===== src/rtl/holdover_word_store.sv =====
module holdover_word_store #(
  parameter int W = 24,
  parameter int PERIOD_CYC = 6000000,
  parameter logic [W-1:0] NOMINAL_WORD = {1'b1, {(W-1){1'b0}}}
) (
  input  logic         clk,
  input  logic         rst_n,
  input  logic         lock_i,
  input  logic         normal_i,
  input  logic         holdover_i,
  input  logic [W-1:0] live_word_i,
  output logic [W-1:0] word_o,
  output logic         valid_o
);
  localparam int CW = (PERIOD_CYC > 2) ? $clog2(PERIOD_CYC) : 1;
  localparam logic [CW-1:0] LAST = CW'(PERIOD_CYC - 1);

  logic [CW-1:0] cnt;
  logic [W-1:0]  slot0, slot1, held;
  logic          wsel, hold_q, held_ok;
  logic [1:0]    caps;

  wire tick    = (cnt == LAST);
  wire capture = tick & normal_i & lock_i & ~holdover_i;
  wire enter   = holdover_i & ~hold_q;

  always_ff @(posedge clk) begin
    if (!rst_n) begin
      cnt     <= '0;
      slot0   <= '0;
      slot1   <= '0;
      wsel    <= 1'b0;
      caps    <= '0;
      hold_q  <= 1'b0;
      held    <= '0;
      held_ok <= 1'b0;
    end else begin
      cnt    <= tick ? '0 : cnt + 1'b1;
      hold_q <= holdover_i;
      if (capture) begin
        if (wsel) slot1 <= live_word_i;
        else      slot0 <= live_word_i;
        wsel <= ~wsel;
        if (caps != 2'd2) caps <= caps + 2'd1;
      end
      if (enter) begin
        held    <= wsel ? slot1 : slot0;
        held_ok <= (caps == 2'd2);
      end
    end
  end

  assign word_o  = hold_q ? (held_ok ? held : NOMINAL_WORD) : live_word_i;
  assign valid_o = hold_q ? held_ok : (caps == 2'd2);

  p_toggle_on_tick_r1: assert property (@(posedge clk) disable iff (!rst_n)
    (wsel != $past(wsel)) |-> ($past(cnt) == LAST));

  p_hold_stable_r3: assert property (@(posedge clk) disable iff (!rst_n)
    (hold_q && $past(hold_q) && $past(rst_n)) |-> $stable(word_o));

  p_no_capture_r4: assert property (@(posedge clk) disable iff (!rst_n)
    (!(normal_i && lock_i) || holdover_i) |=> ($stable(slot0) && $stable(slot1)));

  p_valid_sticky_r8: assert property (@(posedge clk) disable iff (!rst_n)
    valid_o |=> valid_o);

  p_entry_latch_r2: assert property (@(posedge clk) disable iff (!rst_n)
    (holdover_i && !hold_q) |=> (held == $past(wsel ? slot1 : slot0)));
endmodule


===== config.mk =====
export PLATFORM = sky130hd
export DESIGN_NAME = holdover_word_store
export DESIGN_NICKNAME = d
export VERILOG_FILES = /design/src/rtl/holdover_word_store.sv
export SDC_FILE = /design/constraint.sdc
export NUM_CORES = 1
export LEC_CHECK = 0
export BUFFER_PORTS_ARGS = -buffer_cell sky130_fd_sc_hd__buf_2
export CORE_UTILIZATION = 65
export CTS_BUF_LIST = sky130_fd_sc_hd__clkbuf_4
export CTS_CLUSTER_DIAMETER = 80
export DETAILED_ROUTE_END_ITERATION = 16
export PLACE_DENSITY = 0.88
export SYNTH_ARGS = -nofsm -noshare
export SYNTH_HDL_FRONTEND = slang
export SYNTH_SLANG_ARGS = --single-unit
export TNS_END_PERCENT = 5

===== constraint.sdc =====
create_clock -name clk -period 2.8 [get_ports clk]
set_clock_uncertainty 0.15 [all_clocks]
set_input_delay 0.28 -clock clk [delete_from_list [all_inputs] [get_ports clk]]
set_output_delay 0.28 -clock clk [all_outputs]
set_load 0.02 [all_outputs]

==> metrics <==
outcome=complete, no violations; Iter 0 DRT Violations=395; initial antenna violation count=0; multi-input logic area=roughly 2300 um2; CTS root buf=clkbuf_4; Worst-Skew Late Latency=0.44 ns; fin nets=between 600 and 700; reg-to-reg endpoint=slot1[19]; maximum vdd ir drop=between 0.0003 and 0.0004 V; cts repair resizes=0; hold path startpoint=lock_i; via/cell ratio=6.15; slew margin rel.=57.1%; DRT Wirelength=approximately 11 mm; core area=between 6000 and 7000 um2; Cell Pwr Density=approximately 480 nW/um2; synthesized area=between 4000 and 5000 um2; drt pass-1 iters=5; worst r2r path cells=5; Lkg Pwr=around 1.9 nW; Area Growth Syn to Fin=15.2%; first-pass GRT wire length=18.7 mm; syn_area_per_cell=8.25 um2; Layout fillers=approximately 490; Total GRT Usage=roughly a third; Peak Freq=roughly 430 MHz; effective utilization at floorplan=67.4%; Critical Path Start Type=flop; Critical Path Sink Type=primary output; CTS tree=done; reg2reg setup slack=0.51 ns; Util after Layout=just under 80%; Worst-path clk slew=approximately 0.15 ns; Hold Path Stages=4; Worst Hold Class=in -> reg; DP HPWL=approximately 6.6 mm; post-route insts no fill=slightly above 700; Synth cell types=44; worst slew pin tran=roughly 0.64 ns; Clock Tree Buf Depth=2; critical path required time=2.37 ns; Seq/Total Area, Yosys=between 40 and 50%; grt ovf=0; final-report setup violation count=0; setup TNS=0 ns; dominant cells by area after synthesis=dfxtp_1, nand3_1, o21ai_0; Die W=86.2 um; DRC errors left=0; Die Ht=roughly 86 um; I/O Pins=54; Register Area=2000 um2; Hold Path Sink=wsel; largest net degree at the start of global routing=between 70 and 80; Final ANT Viol Nets=0; via count=about 4400; max-cap viol count=0; clock sink count=100; Period Utilization, post-route=between 80 and 90%; Num CTS Buffers=9; Hold Vio Cnt, Final=0; crit path max fanout=14; full die area=~7400 um2; H-Tree Depth=3; Cells after Synth=approximately 560; type of the worst setup path=reg -> out; FF+latch count, synth=100; Placer Congestion=approximately 0.86; count of buffers from port buffering=53; RSZ-0062 raised after global routing=false; Placed Instances=670; Setup Fix Bufs, Post-CTS=0; Slew Viols, Final=0; worst path arrival time=roughly 1.9 ns; hold_buf cts=26; YS warnings=0; share of layout cells above drive strength 1=between 10% and 20%; reg2reg start=cnt[2]; minimum clock period=2.33 ns; syn nets=roughly 590; post-synth top area share=approximately 43%; # rows=30; cell accounting for the most synthesized area=dfxtp_1; vias in the first global route=~4200; average wire per standard cell=15.9 um; number of diodes=0
[critical path, stage by stage, from the launching register on]
cell,delay [ns]
dfxtp_1,0.70
buf_4,0.34
nand3_1,0.11
o21ai_0,0.11
buf_2,0.21
[how the worst max path moves through the flow]
stage                       start        end  depth (start not counted)  slack, ns
after floorplan            cnt[2]    cnt[21]                          5       1.11
after global placement     cnt[2]  slot0[18]                          5       0.67
after detailed placement   cnt[2]  slot1[19]                          5       0.54
after CTS                  hold_q    valid_o                          3       0.52
after global routing       cnt[2]  slot1[19]                          5       0.35
final                     held_ok  word_o[4]                          4       0.47
[cell usage after synthesis (all sizes together)]
master,instances
dfxtp,100
o31ai,3
nor3,1
nand2,4
clkinv,1
and4bb,2
xnor2,2
a21oi,59
inv,29
a31oi,1
and4b,1
o21bai,1
nor4bb,1
nand4,13
or3,7
xor2,10
mux2i,25
and2,3
o41ai,1
a211oi,24
buf,21
nor2b,1
ha,2
nor3b,1
nand3,77
mux2,1
or4,2
o211ai,1
and4,6
nor4b,1
nor4,2
o21ai,78
and3,2
nor2,42
clkbuf,30
nand3b,2
or4b,1
[power breakdown]
part           total, mW  switching [mW]  internal, mW  leakage (nW)
Sequential          1.46          0.0149          1.45         0.810
Clock              0.830           0.470         0.360        0.0861
Combinational      0.232           0.139        0.0930          1.00
[metal layers]
metal / vias to the layer above / global-route usage (%) / share of wire (%)
li1: 2097 / - / -
met5: - / 0 / 0
met4: 0 / 19.4 / 3.1
met3: 36 / 3.33 / 6.2
met1: 2047 / 38.0 / 41
met2: 196 / 54.8 / 49
[sequential cells by signal (all words and copies together), names as in the netlist]
name     cells
slot0       24
held_ok      1
held        24
caps         2
slot1       24
wsel         1
cnt         23
hold_q       1
[area by class of cell]
type	count	share of cell area [%]
sequential	100	37.7
tap	96	2.26
inverter	30	2.12
clock inverter	6	1.65
clock buffer	9	1.27
multi-input combinational	377	42.6
timing repair buffer	93	12.4
[cell families after synthesis]
logic type | after synthesis | synth area share [%]
AO/OA/AOI/OAI | 168 | 19.9
flip-flops | 100 | 43.5
adder cells (fa/ha/maj) | 2 | 0.543
buffers and inverters | 81 | 7.63
XOR/XNOR | 12 | 2.28
AND/OR/NAND/NOR | 169 | 20.5
multiplexers | 26 | 5.68
[metrics by stage]
step                cell area [um2]  total power, mW  hold WS [ns]  worst slack (ns)
global placement               4890             1.69         0.272             0.669
detailed placement             4890             1.69         0.287             0.542
global route                   5310             2.61         0.183             0.355
floorplan                      4610             1.61         0.252              1.11
finish                         5310             2.53         0.103             0.466
CTS                            5310             2.53        0.0994             0.523
[layout by cell type, fill, tap and decap left out, drive strengths merged, types with 2 or more instances in the layout]
cell type    netlist  layout
and4bb             2       2
xor2              10      10
clkbuf            30       9
and3               2       2
bufinv             0       2
nand3b             2       2
nor4               2       2
dlygate4sd3        0      26
nand3             77      77
mux2i             25      25
clkinv             1       3
inv               29      31
and2               3       3
xnor2              2       2
nand4             13      13
a211oi            24      24
o21ai             78      78
dfxtp            100     100
ha                 2       2
nor2              42      42
or4                2       2
or3                7       7
o31ai              3       3
buf               21      67
and4               6       6
nand2              4       4
a21oi             59      59
Note: power is estimated with default switching activity, not from simulation.
